**config.mk**
```make
export PLATFORM = sky130hd
export DESIGN_NAME = keypad_scanner
export DESIGN_NICKNAME = d
export VERILOG_FILES = /design/src/rtl/kp_pkg.sv /design/src/rtl/kp_col_sync.sv /design/src/rtl/kp_dwell_timer.sv /design/src/rtl/keypad_scanner.sv
export SDC_FILE = /design/constraint.sdc
export NUM_CORES = 1
export LEC_CHECK = 0
export BUFFER_PORTS_ARGS = -buffer_cell sky130_fd_sc_hd__buf_4
export CAP_MARGIN = 20
export CORE_ASPECT_RATIO = 1.2
export CORE_UTILIZATION = 25
export DETAILED_ROUTE_END_ITERATION = 8
export PLACE_DENSITY = 0.43
export SLEW_MARGIN = 5
export SYNTH_ARGS = -nofsm -noshare
export SYNTH_HDL_FRONTEND = slang
export SYNTH_SLANG_ARGS = --single-unit
```
**constraint.sdc**
```tcl
create_clock -name clk -period 3.65 [get_ports clk]
set_input_delay 0.5475 -clock clk [delete_from_list [all_inputs] [get_ports clk]]
set_output_delay 0.5475 -clock clk [all_outputs]
set_load 0.005 [all_outputs]
```
**src/rtl/kp_pkg.sv**
```systemverilog
// Package: shared state type for the keypad scanner.
// Assumes nothing beyond being compiled before its users.
package kp_pkg;
    typedef enum logic [1:0] {
        KP_SCAN    = 2'd0,  // stepping rows, looking for a low column
        KP_MAKE    = 2'd1,  // holding on a closed key until debounce ends
        KP_BREAK   = 2'd2   // waiting for a debounced release
    } kp_state_t;
endpackage

```
**src/rtl/kp_col_sync.sv**
```systemverilog
// kp_col_sync: two-flop synchronizer for the column lines.
// Assumes the columns idle high, so the flops reset to all ones.
module kp_col_sync #(
    parameter int WIDTH = 3
) (
    input  logic             clk,
    input  logic             rst_n,
    input  logic [WIDTH-1:0] async_in,
    output logic [WIDTH-1:0] sync_out
);
    logic [WIDTH-1:0] stage1;

    // Bring the asynchronous column levels into the clock domain.
    always_ff @(posedge clk) begin
        if (!rst_n) begin
            stage1   <= '1;
            sync_out <= '1;
        end else begin
            stage1   <= async_in;
            sync_out <= stage1;
        end
    end
endmodule

```
**src/rtl/kp_dwell_timer.sv**
```systemverilog
// kp_dwell_timer: counts cycles since the last clear and flags when the
// programmed length has been reached. Saturates once done.
// Assumes the length is held steady while a count is in progress.
module kp_dwell_timer #(
    parameter int LEN_W = 24
) (
    input  logic             clk,
    input  logic             rst_n,
    input  logic             clr,
    input  logic [LEN_W-1:0] len,
    output logic             done
);
    logic [LEN_W-1:0] cnt;

    assign done = (cnt >= len);

    // Count up from zero after each clear; stop once the length is reached.
    always_ff @(posedge clk) begin
        if (!rst_n)
            cnt <= '0;
        else if (clr)
            cnt <= '0;
        else if (!done)
            cnt <= cnt + 1'b1;
    end
endmodule

```
**src/rtl/keypad_scanner.sv**
```systemverilog
// keypad_scanner: scans a NUM_ROWS x NUM_COLS switch matrix one row at a time,
// debounces the make and the break of one key, and reports each make once.
// Assumes external pull-ups on the columns and a settle time of
// SETTLE_CYCLES covering the row drive plus the two synchronizer flops.
module keypad_scanner #(
    parameter int NUM_ROWS      = 4,
    parameter int NUM_COLS      = 3,
    parameter int SETTLE_CYCLES = 4,
    parameter int LEN_W         = 24
) (
    input  logic                                   clk,
    input  logic                                   rst_n,
    input  logic [LEN_W-1:0]                       debounce_len,
    input  logic [NUM_COLS-1:0]                    col_n,
    output logic [NUM_ROWS-1:0]                    row_n,
    output logic [$clog2(NUM_ROWS*NUM_COLS+1)-1:0] key_code,
    output logic                                   key_valid
);
    import kp_pkg::*;

    localparam int ROW_W  = (NUM_ROWS > 1) ? $clog2(NUM_ROWS) : 1;
    localparam int COL_W  = (NUM_COLS > 1) ? $clog2(NUM_COLS) : 1;
    localparam int CODE_W = $clog2(NUM_ROWS*NUM_COLS+1);
    localparam int SET_W  = $clog2(SETTLE_CYCLES+1);

    kp_state_t        state;
    logic [ROW_W-1:0] row_idx;
    logic [COL_W-1:0] cap_col;
    logic [SET_W-1:0] settle_cnt;
    logic [NUM_COLS-1:0] col_s;
    logic [NUM_COLS-1:0] col_low;
    logic                any_low;
    logic [COL_W-1:0]    hit_col;
    logic                timer_clr;
    logic                timer_done;
    logic                settled;

    kp_col_sync #(.WIDTH(NUM_COLS)) u_sync (
        .clk      (clk),
        .rst_n    (rst_n),
        .async_in (col_n),
        .sync_out (col_s)
    );

    kp_dwell_timer #(.LEN_W(LEN_W)) u_timer (
        .clk   (clk),
        .rst_n (rst_n),
        .clr   (timer_clr),
        .len   (debounce_len),
        .done  (timer_done)
    );

    assign col_low = ~col_s;
    assign any_low = |col_low;
    assign settled = (settle_cnt == SET_W'(SETTLE_CYCLES - 1));

    // Pick the lowest-numbered low column when several read low.
    always_comb begin
        hit_col = '0;
        for (int c = NUM_COLS - 1; c >= 0; c--) begin
            if (col_low[c]) hit_col = COL_W'(c);
        end
    end

    // Drive the active row low and every other row high.
    generate
        for (genvar r = 0; r < NUM_ROWS; r++) begin : g_row
            assign row_n[r] = (row_idx != ROW_W'(r));
        end
    endgenerate

    // Restart the dwell timer on scan, at the end of a make, and on any low column during a break.
    always_comb begin
        unique case (state)
            KP_SCAN:  timer_clr = 1'b1;
            KP_MAKE:  timer_clr = timer_done;
            KP_BREAK: timer_clr = any_low;
            default:  timer_clr = 1'b1;
        endcase
    end

    // Sequence scanning, make debounce, reporting and break debounce.
    always_ff @(posedge clk) begin
        if (!rst_n) begin
            state      <= KP_SCAN;
            row_idx    <= '0;
            cap_col    <= '0;
            settle_cnt <= '0;
            key_code   <= '0;
            key_valid  <= 1'b0;
        end else begin
            key_valid <= 1'b0;
            unique case (state)
                KP_SCAN: begin
                    if (!settled) begin
                        settle_cnt <= settle_cnt + 1'b1;
                    end else if (any_low) begin
                        cap_col <= hit_col;
                        state   <= KP_MAKE;
                    end else begin
                        settle_cnt <= '0;
                        row_idx    <= (row_idx == ROW_W'(NUM_ROWS - 1)) ? '0 : row_idx + 1'b1;
                    end
                end
                KP_MAKE: begin
                    if (!col_low[cap_col]) begin
                        state      <= KP_SCAN;
                        row_idx    <= '0;
                        settle_cnt <= '0;
                    end else if (timer_done) begin
                        key_code  <= CODE_W'(row_idx) * CODE_W'(NUM_COLS)
                                   + CODE_W'(cap_col) + CODE_W'(1);
                        key_valid <= 1'b1;
                        state     <= KP_BREAK;
                    end
                end
                KP_BREAK: begin
                    if (!any_low && timer_done) begin
                        state      <= KP_SCAN;
                        row_idx    <= '0;
                        settle_cnt <= '0;
                    end
                end
                default: state <= KP_SCAN;
            endcase
        end
    end
endmodule

```
* Yosys cells after proc, flatten, opt, wreduce, memory -nomap -nowiden
Cells that the tools add are included.
Word-level totals: register bits after elaboration 44, latch bits 0, memory bits (writable) 0, memory bits (read-only) 0, bits of input ports 29, output and inout port bits 9, word-level logic and storage cells 69, memories kept 0
Cells by class: $add $sub $neg 5, multipliers 1, divide/modulo/power cells 0, magnitude comparators 2, equal/unequal tests 14, shift operators 0, muxes and demuxes 23, bitwise logic cells 2, reductions and logical operators 13
Operators by type and width (number):
- adder 24 x 1 -> 24 bit (second input constant) | 1
- >= comparator 24 bit | 1
- 2-to-1 mux 2 bit | 12
- != test 2 bit (second input constant) | 7
- 2-to-1 mux 3 bit | 4
- case mux 2 bit (3 select lines) | 2
- case mux 3 bit (3 select lines) | 1
- AND reduction 3 bit | 3
- AND reduction 4 bit | 2
- != test 3 bit (second input constant) | 2
- AND reduction 5 bit | 1
- adder 4 x 1 -> 4 bit (second input constant) | 1
- adder 4 x 2 -> 4 bit | 1
- == test 2 bit (second input constant) | 2
- multiplier 2 x 2 -> 4 bit (second input constant) | 1
- adder 3 x 1 -> 3 bit (second input constant) | 1
- == test 3 x 2 -> 1 bit (second input constant) | 1
- < comparator 2 x 3 -> 1 bit (second input constant) | 1
- inverter 3 bit | 1
- nonzero test 3 bit | 1
- OR reduction 3 bit | 1
- adder 2 x 1 -> 2 bit (second input constant) | 1
- binary-select mux 1 bit (select 2 bit) | 1
- == test 2 x 1 -> 1 bit (second input constant) | 1
- 9 further kinds | 10

* Logic depth before layout (Yosys ltp)
depth in word-level cells 6, depth in mapped cells 10, mapped depth without buffers 8

* Modules after synthesis
Synthesis repeated with hierarchy kept, for this count alone.
Unflattened totals: cell total of the unflattened synthesis 327, area total of the unflattened synthesis 2879.0 um^2
By module, submodules not included:
- kp_dwell_timer | times used 1, cells an instance 212, area each 1786.7 um^2, sequential area each 480.5 um^2
- keypad_scanner | times used 1, cells an instance 103, area each 934.6 um^2, sequential area each 280.3 um^2
- kp_col_sync | times used 1, cells an instance 12, area each 157.7 um^2, sequential area each 120.1 um^2

* Worst setup path after synthesis
Ideal clock, no wire load.
kind input-to-reg, start in debounce_len[19], end reg u_timer.cnt[23], library setup time 0.066 ns, arrival time 2.280 ns, required time 3.584 ns, path slack 1.304 ns, cell stages on the path 9, path buffers 1, path through inv_1 > ha_1 > a21oi_1 > o21ai_0 > a22oi_1 > o211ai_2 > buf_6 > or4_4 > a21oi_2
On the way: longest elaborated chain between the ends 3
RTL lines:
- from (decl) | line keypad_scanner.sv:13 | input logic [LEN_W-1:0] debounce_len,
- >= comparator 24 bit * | line kp_dwell_timer.sv:15 | assign done = (cnt >= len);
- case mux 1 bit (2 select lines) | line keypad_scanner.sv:74 | unique case (state)
- OR reduction 2 bit (no source line)
- to (signal assigned) | line kp_dwell_timer.sv:24 | cnt <= cnt + 1'b1;
- to (decl) | line kp_dwell_timer.sv:13 | logic [LEN_W-1:0] cnt;
Mark *: on every way between the ends. The rest lies on a longest branch, timed or not. A chain may end at the register's enable or synchronous reset.

* Worst setup path in the final report
start reg u_timer.cnt[0], end reg u_timer.cnt[11]
On the way: longest elaborated chain between the ends 3, elaborated cells on any way between the ends 4, classes of those cells 1 x add/sub; 1 x order compare; 1 x mux; 1 x reduce/logical
RTL lines (line):
- >= comparator 24 bit | kp_dwell_timer.sv:15
- case mux 1 bit (2 select lines) | keypad_scanner.sv:74
- OR reduction 2 bit (no source line)
Several ways; a longest one is shown, not always the timed one.

==> impl_metrics.env <==
export IMPL_run_status="finished, final reports clean"
export IMPL_ys_ff_latch=44
export IMPL_finalHoldViolCount=0
export IMPL_cts_buffers=5
export IMPL_synth_top_area_share_pct=29.6
export IMPL_arrival_ps=2800
export IMPL_crit_chain="inv_1, ha_1, nor3b_1, o21ai_0, a21oi_1, o211ai_2, buf_12, or4_1, a21oi_1"
export IMPL_num_rows=43
export IMPL_hpwl_um=4880
export IMPL_synthTopCellsByArea="dfxtp_1 30%, ha_1 16%, a21oi_1 7.4%, inv_1 5.4%, nand2_1 3.7%"
export IMPL_hold_slack_ps=405
export IMPL_drt_iter0_drc=45
export IMPL_synth_nets=425
export IMPL_max_stage_delay_ps=510
export IMPL_cts_setup_buffers=0
export IMPL_hp_class="flop to flop"
export IMPL_vias=2578
export IMPL_drt_wirelength_per_cell_um=12.0
export IMPL_slew_viol_final=0
export IMPL_rsz0062_at_grt="no"
export IMPL_end_kind="flop"
export IMPL_initial_utilization_pct=25.7
export IMPL_grt_antenna_before_repair=0
export IMPL_viasPerCell=4.70
export IMPL_drt_pass1_iter_count=4
export IMPL_synth_top_cell_by_area="dfxtp_1"
export IMPL_clock_skew_ps=8.55
export IMPL_power_leakage_nw=1.42
export IMPL_synth_edf_count=0
export IMPL_numPortBuffers=37
export IMPL_avgSynthCellArea_um2=8.32
export IMPL_grt_max_degree=46
export IMPL_ctsResizeCount=0
export IMPL_grt_pass1_wl_um=11000
export IMPL_crit_top_cell="a21oi_1"
export IMPL_core_area_um2=11600
export IMPL_ant_nets=0
export IMPL_diodes=0
export IMPL_regArea_um2=881
export IMPL_setup_slack_ps=1060
export IMPL_dieArea_um2=12300
export IMPL_die_w_um=102
export IMPL_cts_sinks=44
export IMPL_ys_types=54
export IMPL_io_pins=38
export IMPL_fmax_mhz=386
export IMPL_cap_viol_max_count=0
export IMPL_netlist_area_um2=2970
export IMPL_drive_gt1_share_pct=15.6
export IMPL_htreeDepth=2
export IMPL_gp_congestion=0.787
export IMPL_crit_slowest_cell="or4_1"
export IMPL_criticalPathCategory="flop to flop"
export IMPL_die_y_um=121
export IMPL_drt_total_wl_um=6570
export IMPL_dp_slack_ps=773
export IMPL_worstPathRequired_ps=3860
export IMPL_worst_pin_slew_ps=678
export IMPL_syn_to_final_growth_pct=18.9
export IMPL_p_per_area_nw_per_um2=384
export IMPL_cts_buffer_depth=2
export IMPL_grt_total_usage_pct=11.2
export IMPL_nNetsFinal=458
export IMPL_setup_violations=0
export IMPL_slew_headroom_pct=54.7
export IMPL_synthFlopType="dfxtp_1"
export IMPL_synth_async_sr_flop_share_pct=0
export IMPL_setup_tns_ps=0
export IMPL_final_cell_mix="44 x a21oi_1, 44 x dfxtp_1, 43 x inv_1"
export IMPL_hold_buffers=0
export IMPL_root_buffer="clkbuf_16"
export IMPL_finalCritPeriodShare_pct=71.0
export IMPL_cts_tree="yes"
export IMPL_netlist_instances=357
export IMPL_drc=0
export IMPL_start_kind="flop"
export IMPL_grt_pass1_vias=2414
export IMPL_yosysSeqAreaShare_pct=29.6
export IMPL_path_clk_slew_ps=70
export IMPL_ir_drop_uv=215
export IMPL_synth_warnings=0
export IMPL_worst_path_max_fanout=45
export IMPL_min_period_ps=2590
export IMPL_overflow=0
export IMPL_clkLatencyLatePin_ps=280
export IMPL_nFillCells=1220
export IMPL_multi_input_area_um2=1830
-- kinds of logic (layout without fill, tap and decap cells) --
group / count (synthesis) / in the layout / synth area share [%]
AND/OR/NAND/NOR: 119 / 119 / 23.3
XOR/XNOR: 1 / 1 / 0.295
adder cells (fa/ha/maj): 39 / 39 / 16.9
buffers and inverters: 55 / 89 / 8.67
multiplexers: 6 / 6 / 2.02
AO/OA/AOI/OAI: 93 / 93 / 19.1
flip-flops: 44 / 44 / 29.6
-- metal layers --
layer / track usage, % / wire length, um / vias up / part of all wire (%)
li1: - / - / 1351 / -
met1: 13.2 / 3020 / 1193 / 46
met2: 20.5 / 3330 / 28 / 51
met3: 2.19 / 158 / 6 / 2.4
met4: 2.72 / 66 / 0 / 1.0
met5: 0 / 0 / - / 0
-- area by class of cell --
type	count	area share, %
multi-input combinational	258	51.9
sequential	44	24.9
timing repair buffer	38	8.43
tap	157	5.56
inverter	43	4.57
clock buffer	6	3.65
clock inverter	2	0.992
-- flip-flops by register name (all words and copies together), names as in the netlist --
signal,flops
u_sync.stage1,3
u_timer.cnt,24
key_valid,1
row_idx,2
state,2
settle_cnt,3
cap_col,2
u_sync.sync_out,3
key_code,4
-- final timing paths --
kind,endpoint,from,slack (ps),cells past startpoint
max,u_timer.cnt[11],u_timer.cnt[0],1060,9
max reg2reg,u_timer.cnt[11],u_timer.cnt[0],1060,9
min,u_sync.sync_out[1],u_sync.stage1[1],410,1
min reg2reg,u_sync.sync_out[1],u_sync.stage1[1],410,1
-- worst max-delay path, delay by kind of cell, from the launching register on --
kind / cells / cell delay, ps
fa+ha+maj: 1 / 270
flops: 1 / 350
buf+inv: 2 / 340
compound gates: 4 / 860
simple gates: 2 / 700
-- metrics by stage --
step / util (%) / instances / total power [mW] / cell area [um^2]
final: 30.5 / 548 / 1.36 / 3530
after global routing: 30.5 / 548 / 1.44 / 3530
after CTS: 30.5 / 548 / 1.38 / 3530
after detailed placement: 29.1 / 540 / 0.863 / 3370
after global placement: 29.1 / 540 / 0.857 / 3370
after floorplan: - / 357 / 0.771 / 2970
-- where the power goes --
group	total [mW]	switching, mW	internal, mW
Sequential	0.537	0.0286	0.509
Clock	0.510	0.188	0.322
Combinational	0.309	0.167	0.142
Total	1.36	0.384	0.974
-- Yosys cell counts, drive strengths merged, types with 3 or more instances --
library cell	instances
a21oi	45
dfxtp	44
inv	43
ha	37
nand2	29
o21ai	18
or4	13
nand3	12
o31ai	11
nor2	10
nand4	8
or3	8
clkbuf	7
nand2b	7
nor3	7
mux2i	6
buf	5
nand3b	5
and3	3
nor2b	3
nor3b	3
nor4	3
Note: power is estimated with default switching activity, not from simulation.
